$ cat src/rtl/ucode_pkg.sv
package ucode_pkg;

  localparam int unsigned UA_W  = 6;
  localparam int unsigned OPC_W = 6;

  typedef enum logic [2:0] {
    NA_NEXT  = 3'd0,
    NA_SPIN  = 3'd1,
    NA_DISP  = 3'd2,
    NA_BZ    = 3'd3,
    NA_BNZ   = 3'd4,
    NA_FETCH = 3'd5,
    NA_RSVD  = 3'd6,
    NA_HALT  = 3'd7
  } na_e;

  typedef enum logic [1:0] {
    RS_PC = 2'd0,
    RS_RS = 2'd1,
    RS_RT = 2'd2,
    RS_RD = 2'd3
  } rsel_e;

  typedef enum logic [2:0] {
    ALU_ADD  = 3'd0,
    ALU_INC4 = 3'd1,
    ALU_SUB  = 3'd2,
    ALU_AND  = 3'd3,
    ALU_OR   = 3'd4,
    ALU_BRT  = 3'd5,
    ALU_SLT  = 3'd6,
    ALU_FUNC = 3'd7
  } alu_e;

  typedef struct packed {
    logic  mem_en;
    alu_e  alu_op;
    logic  imm_sext;
    rsel_e reg_sel;
    logic  drv_mem;
    logic  drv_alu;
    logic  drv_imm;
    logic  drv_reg;
    logic  mem_wr;
    logic  reg_wr;
    logic  ld_pc;
    logic  ld_ma;
    logic  ld_b;
    logic  ld_a;
    logic  ld_ir;
  } ctrl_t;

  localparam int unsigned CW_W = $bits(ctrl_t);

  typedef struct packed {
    na_e             na;
    logic [UA_W-1:0] tgt;
    ctrl_t           cw;
  } uinst_t;

  // Routine entry points in the microprogram
  localparam logic [UA_W-1:0] UA_FETCH = 6'd0;
  localparam logic [UA_W-1:0] UA_RTYPE = 6'd4;
  localparam logic [UA_W-1:0] UA_ADDI  = 6'd7;
  localparam logic [UA_W-1:0] UA_ORI   = 6'd10;
  localparam logic [UA_W-1:0] UA_LW    = 6'd13;
  localparam logic [UA_W-1:0] UA_SW    = 6'd18;
  localparam logic [UA_W-1:0] UA_BEQZ  = 6'd23;
  localparam logic [UA_W-1:0] UA_BRTK  = 6'd26;
  localparam logic [UA_W-1:0] UA_BNEZ  = 6'd29;
  localparam logic [UA_W-1:0] UA_HALT  = 6'd32;

  // Opcode values that have a routine
  localparam logic [OPC_W-1:0] OP_RTYPE = 6'd0;
  localparam logic [OPC_W-1:0] OP_BEQZ  = 6'd4;
  localparam logic [OPC_W-1:0] OP_BNEZ  = 6'd5;
  localparam logic [OPC_W-1:0] OP_ADDI  = 6'd8;
  localparam logic [OPC_W-1:0] OP_ORI   = 6'd13;
  localparam logic [OPC_W-1:0] OP_LW    = 6'd35;
  localparam logic [OPC_W-1:0] OP_SW    = 6'd43;

endpackage

$ cat src/rtl/uc_rom.sv
module uc_rom
  import ucode_pkg::*;
#(
  parameter int unsigned AW = UA_W
) (
  input  logic [AW-1:0] addr_i,
  output uinst_t        word_o
);

  localparam int unsigned DEPTH = 2 ** AW;

  // Source/destination helpers keep each step readable
  function automatic ctrl_t rd_reg(input ctrl_t c, input rsel_e s);
    ctrl_t r = c;
    r.reg_sel = s;
    r.drv_reg = 1'b1;
    return r;
  endfunction

  function automatic ctrl_t wr_reg(input ctrl_t c, input rsel_e s);
    ctrl_t r = c;
    r.reg_sel = s;
    r.reg_wr  = 1'b1;
    return r;
  endfunction

  function automatic ctrl_t alu_out(input ctrl_t c, input alu_e op);
    ctrl_t r = c;
    r.alu_op  = op;
    r.drv_alu = 1'b1;
    return r;
  endfunction

  function automatic ctrl_t imm_out(input ctrl_t c, input logic sx);
    ctrl_t r = c;
    r.drv_imm  = 1'b1;
    r.imm_sext = sx;
    return r;
  endfunction

  function automatic ctrl_t mem_out(input ctrl_t c);
    ctrl_t r = c;
    r.mem_en  = 1'b1;
    r.drv_mem = 1'b1;
    return r;
  endfunction

  function automatic uinst_t ucode_word(input int unsigned a);
    uinst_t u;
    ctrl_t  c;
    c = '0;
    u = '0;
    u.na = NA_NEXT;
    case (a)
      // fetch: MA <- PC ; IR <- M ; A <- PC ; PC <- A+4, dispatch
      0:  begin c = rd_reg(c, RS_PC); c.ld_ma = 1'b1; end
      1:  begin c = mem_out(c); c.ld_ir = 1'b1; u.na = NA_SPIN; end
      2:  begin c = rd_reg(c, RS_PC); c.ld_a = 1'b1; end
      3:  begin c = alu_out(c, ALU_INC4); c.ld_pc = 1'b1; u.na = NA_DISP; end
      // register-register
      4:  begin c = rd_reg(c, RS_RS); c.ld_a = 1'b1; end
      5:  begin c = rd_reg(c, RS_RT); c.ld_b = 1'b1; end
      6:  begin c = alu_out(c, ALU_FUNC); c = wr_reg(c, RS_RD); u.na = NA_FETCH; end
      // add immediate (sign extended)
      7:  begin c = rd_reg(c, RS_RS); c.ld_a = 1'b1; end
      8:  begin c = imm_out(c, 1'b1); c.ld_b = 1'b1; end
      9:  begin c = alu_out(c, ALU_ADD); c = wr_reg(c, RS_RT); u.na = NA_FETCH; end
      // or immediate (zero extended)
      10: begin c = rd_reg(c, RS_RS); c.ld_a = 1'b1; end
      11: begin c = imm_out(c, 1'b0); c.ld_b = 1'b1; end
      12: begin c = alu_out(c, ALU_OR); c = wr_reg(c, RS_RT); u.na = NA_FETCH; end
      // load word
      13: begin c = rd_reg(c, RS_RS); c.ld_a = 1'b1; end
      14: begin c = imm_out(c, 1'b1); c.ld_b = 1'b1; end
      15: begin c = alu_out(c, ALU_ADD); c.ld_ma = 1'b1; end
      16: begin c = mem_out(c); c = wr_reg(c, RS_RT); u.na = NA_SPIN; end
      17: begin u.na = NA_FETCH; end
      // store word
      18: begin c = rd_reg(c, RS_RS); c.ld_a = 1'b1; end
      19: begin c = imm_out(c, 1'b1); c.ld_b = 1'b1; end
      20: begin c = alu_out(c, ALU_ADD); c.ld_ma = 1'b1; end
      21: begin c = rd_reg(c, RS_RT); c.mem_en = 1'b1; c.mem_wr = 1'b1; u.na = NA_SPIN; end
      22: begin u.na = NA_FETCH; end
      // branch if A is zero
      23: begin c = rd_reg(c, RS_RS); c.ld_a = 1'b1; end
      24: begin u.na = NA_BZ; u.tgt = UA_BRTK; end
      25: begin u.na = NA_FETCH; end
      // shared taken path: PC <- PC + imm*4
      26: begin c = rd_reg(c, RS_PC); c.ld_a = 1'b1; end
      27: begin c = imm_out(c, 1'b1); c.ld_b = 1'b1; end
      28: begin c = alu_out(c, ALU_BRT); c.ld_pc = 1'b1; u.na = NA_FETCH; end
      // branch if A is not zero
      29: begin c = rd_reg(c, RS_RS); c.ld_a = 1'b1; end
      30: begin u.na = NA_BNZ; u.tgt = UA_BRTK; end
      31: begin u.na = NA_FETCH; end
      // illegal opcode park and every unused word
      default: begin u.na = NA_HALT; end
    endcase
    u.cw = c;
    return u;
  endfunction

  uinst_t store [DEPTH];

  for (genvar g = 0; g < DEPTH; g++) begin : g_word
    assign store[g] = ucode_word(g);
  end

  assign word_o = store[addr_i];

endmodule

$ cat src/rtl/uc_dispatch.sv
module uc_dispatch
  import ucode_pkg::*;
#(
  parameter int unsigned OW = OPC_W,
  parameter int unsigned AW = UA_W
) (
  input  logic [OW-1:0] opcode_i,
  output logic [AW-1:0] entry_o
);

  localparam int unsigned NOPS = 2 ** OW;

  function automatic logic [AW-1:0] entry_for(input int unsigned op);
    logic [AW-1:0] e;
    case (op)
      int'(OP_RTYPE): e = AW'(UA_RTYPE);
      int'(OP_BEQZ):  e = AW'(UA_BEQZ);
      int'(OP_BNEZ):  e = AW'(UA_BNEZ);
      int'(OP_ADDI):  e = AW'(UA_ADDI);
      int'(OP_ORI):   e = AW'(UA_ORI);
      int'(OP_LW):    e = AW'(UA_LW);
      int'(OP_SW):    e = AW'(UA_SW);
      default:        e = AW'(UA_HALT);
    endcase
    return e;
  endfunction

  logic [AW-1:0] table_q [NOPS];

  for (genvar g = 0; g < NOPS; g++) begin : g_op
    assign table_q[g] = entry_for(g);
  end

  assign entry_o = table_q[opcode_i];

endmodule

$ cat src/rtl/uc_next.sv
module uc_next
  import ucode_pkg::*;
#(
  parameter int unsigned AW = UA_W
) (
  input  logic [AW-1:0] upc_i,
  input  na_e           na_i,
  input  logic [AW-1:0] tgt_i,
  input  logic [AW-1:0] disp_i,
  input  logic          zero_i,
  input  logic          busy_i,
  output logic [AW-1:0] next_o
);

  localparam logic [AW-1:0] STEP = AW'(1);

  logic [AW-1:0] seq;
  assign seq = upc_i + STEP;

  always_comb begin
    case (na_i)
      NA_NEXT:  next_o = seq;
      NA_SPIN:  next_o = busy_i ? upc_i : seq;
      NA_DISP:  next_o = disp_i;
      NA_BZ:    next_o = zero_i ? tgt_i : seq;
      NA_BNZ:   next_o = zero_i ? seq : tgt_i;
      NA_FETCH: next_o = AW'(UA_FETCH);
      default:  next_o = upc_i;
    endcase
  end

endmodule

$ cat src/rtl/uc_sequencer.sv
module uc_sequencer
  import ucode_pkg::*;
#(
  parameter int unsigned OW = OPC_W,
  parameter int unsigned AW = UA_W,
  parameter int unsigned CW = CW_W
) (
  input  logic          clk,
  input  logic          rst,
  input  logic [OW-1:0] opcode_i,
  input  logic          zero_i,
  input  logic          busy_i,
  output logic [CW-1:0] ctrl_o,
  output logic [AW-1:0] upc_o,
  output logic          halted_o
);

  logic [AW-1:0] upc_q;
  logic [AW-1:0] upc_d;
  logic [AW-1:0] disp_entry;
  uinst_t        cur;
  na_e           cur_na;
  logic [AW-1:0] cur_tgt;

  uc_rom #(.AW(AW)) u_rom (
    .addr_i (upc_q),
    .word_o (cur)
  );

  assign cur_na  = cur.na;
  assign cur_tgt = AW'(cur.tgt);

  uc_dispatch #(.OW(OW), .AW(AW)) u_disp (
    .opcode_i (opcode_i),
    .entry_o  (disp_entry)
  );

  uc_next #(.AW(AW)) u_next (
    .upc_i  (upc_q),
    .na_i   (cur_na),
    .tgt_i  (cur_tgt),
    .disp_i (disp_entry),
    .zero_i (zero_i),
    .busy_i (busy_i),
    .next_o (upc_d)
  );

  always_ff @(posedge clk) begin
    if (rst) upc_q <= AW'(UA_FETCH);
    else     upc_q <= upc_d;
  end

  assign ctrl_o   = CW'(cur.cw);
  assign upc_o    = upc_q;
  assign halted_o = (cur_na == NA_HALT);

endmodule

$ cat config.mk
export PLATFORM = sky130hd
export DESIGN_NAME = uc_sequencer
export DESIGN_NICKNAME = d
export VERILOG_FILES = /design/src/rtl/ucode_pkg.sv /design/src/rtl/uc_rom.sv /design/src/rtl/uc_dispatch.sv /design/src/rtl/uc_next.sv /design/src/rtl/uc_sequencer.sv
export SDC_FILE = /design/constraint.sdc
export NUM_CORES = 1
export LEC_CHECK = 0
export BUFFER_PORTS_ARGS = -buffer_cell sky130_fd_sc_hd__clkbuf_2
export CAP_MARGIN = 10
export CORE_MARGIN = 2
export CORE_UTILIZATION = 40
export CTS_CLUSTER_SIZE = 12
export DETAILED_ROUTE_END_ITERATION = 16
export GPL_ROUTABILITY_DRIVEN = 0
export PLACE_DENSITY = 0.58
export SYNTH_ARGS = -nofsm -noshare
export SYNTH_HDL_FRONTEND = slang
export SYNTH_HIERARCHICAL = 1
export SYNTH_SLANG_ARGS = --single-unit
$ cat constraint.sdc
create_clock -name clk -period 4.4 [get_ports clk]
set_clock_uncertainty 0.1 [all_clocks]
set_input_delay 0.44 -clock clk [delete_from_list [all_inputs] [get_ports clk]]
set_output_delay 0.44 -clock clk [all_outputs]
set_load 0.01 [all_outputs]
# [Word level (Yosys, flattened, before mapping)]
# Memory sizes are Yosys's and may differ from the RTL's.
# Index checks and enable logic that the tools add are counted.
[totals] register_bits=6 mem_bits_ro=2112 inputBits=10 output_inout_bits=25 memories=2
[mem_list] memory="(no name shown)" depth=64 width=27 read_ports=1 rd_clocked_by_memory_dff=0 write_ports=0 line="uc_rom.sv:109" rtl="assign word_o = store[addr_i];"
[mem_list] memory="(no name shown)" depth=64 width=6 read_ports=1 rd_clocked_by_memory_dff=0 write_ports=0 line="uc_dispatch.sv:34" rtl="assign entry_o = table_q[opcode_i];"
[classes] add_sub_neg=1 n_lt_le_gt_ge=2 n_eq_ne=7 n_mux=8 bitwise=2 n_reduce_logical=3
[op_table] op="$mux W27" count=2
[op_table] op="$pmux W6 S6" count=1
[op_table] op="$mux W6" count=5
[op_table] op="$ge A7 B7 Y1 const B" count=2
[op_table] op="$not A6 Y7" count=2
[op_table] op="$eq A3 B3 Y1 const B" count=3
[op_table] op="$add A6 B1 Y6 const B" count=1
[op_table] op="$eq A3 B2 Y1 const B" count=2
[op_table] op="$reduce_bool A6 Y1" count=1
[op_table] op="$eq A3 B1 Y1 const B" count=1
[op_table] op="$logic_not A3 Y1" count=1
[op_table] op="$ne A2 B2 Y1 const B" count=1
[op_table] op="$reduce_and A2 Y1" count=1

# [Depth between registers and ports, before layout]
[depth] depth_word=7 depth_mapped=12 depth_no_buf=10

# [Hierarchy]
# Netlist, hierarchy kept.
[modules_own_cells] module="uc_rom" n_inst=1 cells_per_inst=106 area_per_inst_um2=750.7
[modules_own_cells] module="uc_next" n_inst=1 cells_per_inst=59 area_per_inst_um2=424.2
[modules_own_cells] module="uc_dispatch" n_inst=1 cells_per_inst=23 area_per_inst_um2=170.2
[modules_own_cells] module="uc_sequencer" n_inst=1 cells_per_inst=13 area_per_inst_um2=163.9

# [Worst setup path before layout]
# No wires, ideal clock.
[synth_path] path_type="register -> register" startpoint="reg upc_q[0], in the netlist upc_o[0]" endpoint="reg upc_q[0], in the netlist upc_o[0]" setup_time_ns=0.114 arrival_ns=2.526 required_ns=4.186 setup_slack_ns=1.660 path_stages_with_launch=12 path_buffers=1 synth_period_minus_slack_ns=2.740 cell_sequence="dfxtp_1 inv_1 ha_1 buf_2 mux2_2 nand2_1 o211ai_1 nor4bb_2 a211oi_4 mux2i_1 a221o_1 nor2b_1"
[synth_rtl] element="start: declaration" line="uc_sequencer.sv:18" rtl="logic [AW-1:0] upc_q;"
[synth_rtl] element="start signal: assignment" line="uc_sequencer.sv:49" rtl="if (rst) upc_q <= AW'(UA_FETCH);"
[synth_rtl] element="start signal: assignment" line="uc_sequencer.sv:50" rtl="else upc_q <= upc_d;"

==> metrics.log <==
[metrics] run status: completed
[metrics] pin count of the biggest net entering global routing: 25
[metrics] number of synthesized flops with an enable pin: 0
[metrics] setup repair after global routing missed its margin: no
[metrics] cell count of the worst reg-to-reg path: 9
[metrics] register-to-register path setup slack: 0.99 ns
[metrics] DRC errors left: 0
[metrics] number of setup violations in the final report: 0
[metrics] placed cell count: 271
[metrics] most area-consuming cells after synthesis: dfxtp_1, ha_1, buf_4, nand3_1, a21oi_1
[metrics] worst path required time: 4.41 ns
[metrics] Routed WL per cell: 14.4 µm
[metrics] area grow syn2layout: 11.6%
[metrics] std cell rows: 22
[metrics] count of warnings emitted by yosys: 6
[metrics] max FFs per register: 6
[metrics] post-layout net count: 245
[metrics] TritonCTS clock tree: yes
[metrics] first-pass iteration count of the detailed router: 4
[metrics] vertical die dimension: 65.4 µm
[metrics] ys async rst share: 0%
[metrics] sequential element share of the synthesized area: 7.96%
[metrics] area share of the largest cell type after synthesis: 7.96%
[metrics] number of I/O port buffers: 34
[metrics] global-route wire length before repair: 6890 µm
[metrics] ports placed on the boundary: 35
[metrics] maximum fanout encountered on the critical timing path: 16
[metrics] count of endpoints failing hold in the final timing report: 0
[metrics] area of the die: 0.00428 mm²
[metrics] Final Non-Filler Cells: 274
[metrics] normalized max-slew margin: 24.1%
[metrics] Primary FF master, synth: dfxtp_1
[metrics] core outline area: 0.00363 mm²
[metrics] via count of the first global-routing pass: 1455
[metrics] number of antenna violations at the first check in global routing: 0
[metrics] clock latency on the worst-skew pair: 0.22 ns
[metrics] number of cells upsized or downsized after cts: 0
[metrics] placed wire-length estimate after detailed placement: 2970 µm
[metrics] Cell variety after synth: 64
[metrics] Syn Inst Count: 201
[metrics] slew at the pin with the worst max-slew slack: 1.14 ns
[metrics] Max Buffers Root-to-Sink: 2
[metrics] Root Driver: clkbuf_8
[metrics] width of the chip: 65.4 µm
[metrics] Congestion Overflow GR: 0
[metrics] highest metal used: met4
[metrics] Ant. Diodes: 0
[metrics] Lkg Pwr: 0.688 nW
[metrics] effective utilization at floorplan: 41.5%
[metrics] met3 wire length: 170 µm
[metrics] IR Drop Worst-Case VDD: 0.422 mV
[metrics] total met2 wirelength after detailed routing: 1910 µm
[metrics] data arrival time at the worst-slack endpoint: 3.41 ns
[metrics] worst hold-check path type: input pin to register
[metrics] number of storage elements in the synthesis netlist: 6
[metrics] register clock-pin slew on the reported worst setup and hold paths: 0.04 ns
[metrics] max_cap viols: 0
[metrics] WL final: 3960 µm
[metrics] Hold Buf Count CTS: 0
[metrics] cell depth of the worst hold path: 2
[metrics] kind of launch point of the worst setup path: register
[metrics] Overall Global Routing Usage: 19.7%
[metrics] number of buffers inserted during clock tree synthesis: 3
[metrics] startpoint-to-endpoint class of the critical path: register to register
[metrics] final clock period utilization by the worst path: 77.5%
[metrics] post-DR vias/cell: 5.72
[metrics] element type at the critical path end: register
[metrics] remaining antenna violation count after routing: 0
[metrics] Mean Syn Cell Area: 7.51 µm²
[metrics] via count: 1566
[metrics] maximum level of the CTS H-tree: 1
[metrics] number of sinks handled by clock tree synthesis: 6
[metrics] fraction of final layout cells with drive strength greater than 1: 27.4%
[metrics] fillers: 408
[metrics] post-synthesis instance area: 0.00151 mm²
[metrics] Final Max Slew Viols: 0
[metrics] footprint of the multi-input gates: 0.00120 mm²
[metrics] accumulated negative setup slack: 0 ns
[metrics] library cell with the largest summed area after synthesis: dfxtp_1
[metrics] Power Dens Cells: 611 mW/mm²
[metrics] Tmin final: 3.41 ns
[metrics] detailed router's first-iteration violation count: 208
[metrics] Max Clock Freq: 293 MHz
[metrics] number of buffers inserted by post-CTS setup repair: 0
[metrics] Met1 Routed Length: 1860 µm
[metrics] flip-flop and latch area: 120 µm²
-- path summary, 6_finish.rpt --
check	from	end
setup reg to reg	upc_o[0]	upc_o[0]
setup / recovery	upc_o[0]	upc_o[0]
hold reg to reg	upc_o[1]	upc_o[1]
hold / removal	rst	upc_o[4]
-- cells in the final DEF, fill, tap and decap left out, types with 4 or more instances in the layout --
| cell | instances |
|---|---|
| clkbuf_2 | 34 |
| nand3_1 | 13 |
| a21oi_1 | 12 |
| nand2_1 | 11 |
| inv_1 | 10 |
| nor2b_1 | 9 |
| nor2_1 | 9 |
| o211ai_1 | 7 |
| o21ai_0 | 7 |
| ha_1 | 7 |
| buf_4 | 6 |
| o21bai_1 | 6 |
| dfxtp_1 | 6 |
| nand2b_1 | 4 |
| a311oi_1 | 4 |
-- Yosys cell counts (3+ instances only) --
library cell  count
buf_2             5
mux2i_1           3
nor2b_1           9
o21bai_1          6
a21oi_1          12
xor2_1            3
a2bb2oi_1         3
inv_1            10
nand2_1          11
nand3_1          13
dfxtp_1           6
a311oi_1          4
a21o_1            3
buf_6             4
nor2_1            9
nor4_1            3
o211ai_1          7
inv_2             3
buf_4            10
nor3_1            3
o21ai_0           7
ha_1              7
nor3b_1           3
nand2b_1          4
-- area by class of cell --
class / instances / area share (%)
multi-input combinational: 164 / 71.2
timing repair buffer: 40 / 12.8
sequential: 6 / 7.13
tap: 48 / 3.57
inverter: 13 / 2.90
clock buffer: 3 / 2.45
-- per-stage QoR --
step / total power [mW] / area (µm²) / util (%) / worst slack [ns] / hold slack, ns
floorplan: 0.770 / 1520 / - / 1.66 / 0.412
global placement: 0.944 / 1640 / 45.2 / 1.08 / 0.607
detailed placement: 0.945 / 1640 / 45.2 / 0.999 / 0.612
CTS: 1.03 / 1680 / 46.3 / 1.00 / 0.376
global route: 1.14 / 1680 / 46.3 / 0.647 / 0.385
finish: 1.03 / 1680 / 46.3 / 0.991 / 0.377
-- metal layers --
layer | vias to the layer above | GRT usage, %
met3 | 2 | 2.57
met2 | 38 | 33.8
li1 | 794 | -
met1 | 732 | 27.1
met5 | - | 0
met4 | 0 | 2.60
-- where the power goes --
part | internal [mW] | switching, mW
combinational | 0.358 | 0.459
clock | 0.0588 | 0.0233
sequential | 0.0726 | 0.0571
-- cells by family after synthesis --
logic type	share of synthesized area [%]
other cells	0.249
buf+inv	13.1
simple gates	31.9
flops	7.96
fa+ha+maj	5.80
compound gates	32.3
xor+xnor	2.90
mux	5.72
-- critical path: stages (launching register included) --
cell and delay (ns):
dfxtp_1 0.49, ha_1 0.38, mux2_2 0.23, nand2_1 0.08, o211ai_1 0.81, nand2_1 0.27, a211oi_4 0.40, mux2i_1 0.12
a221o_1 0.27, nor2b_1 0.13
(Power assumes the default switching activity.)
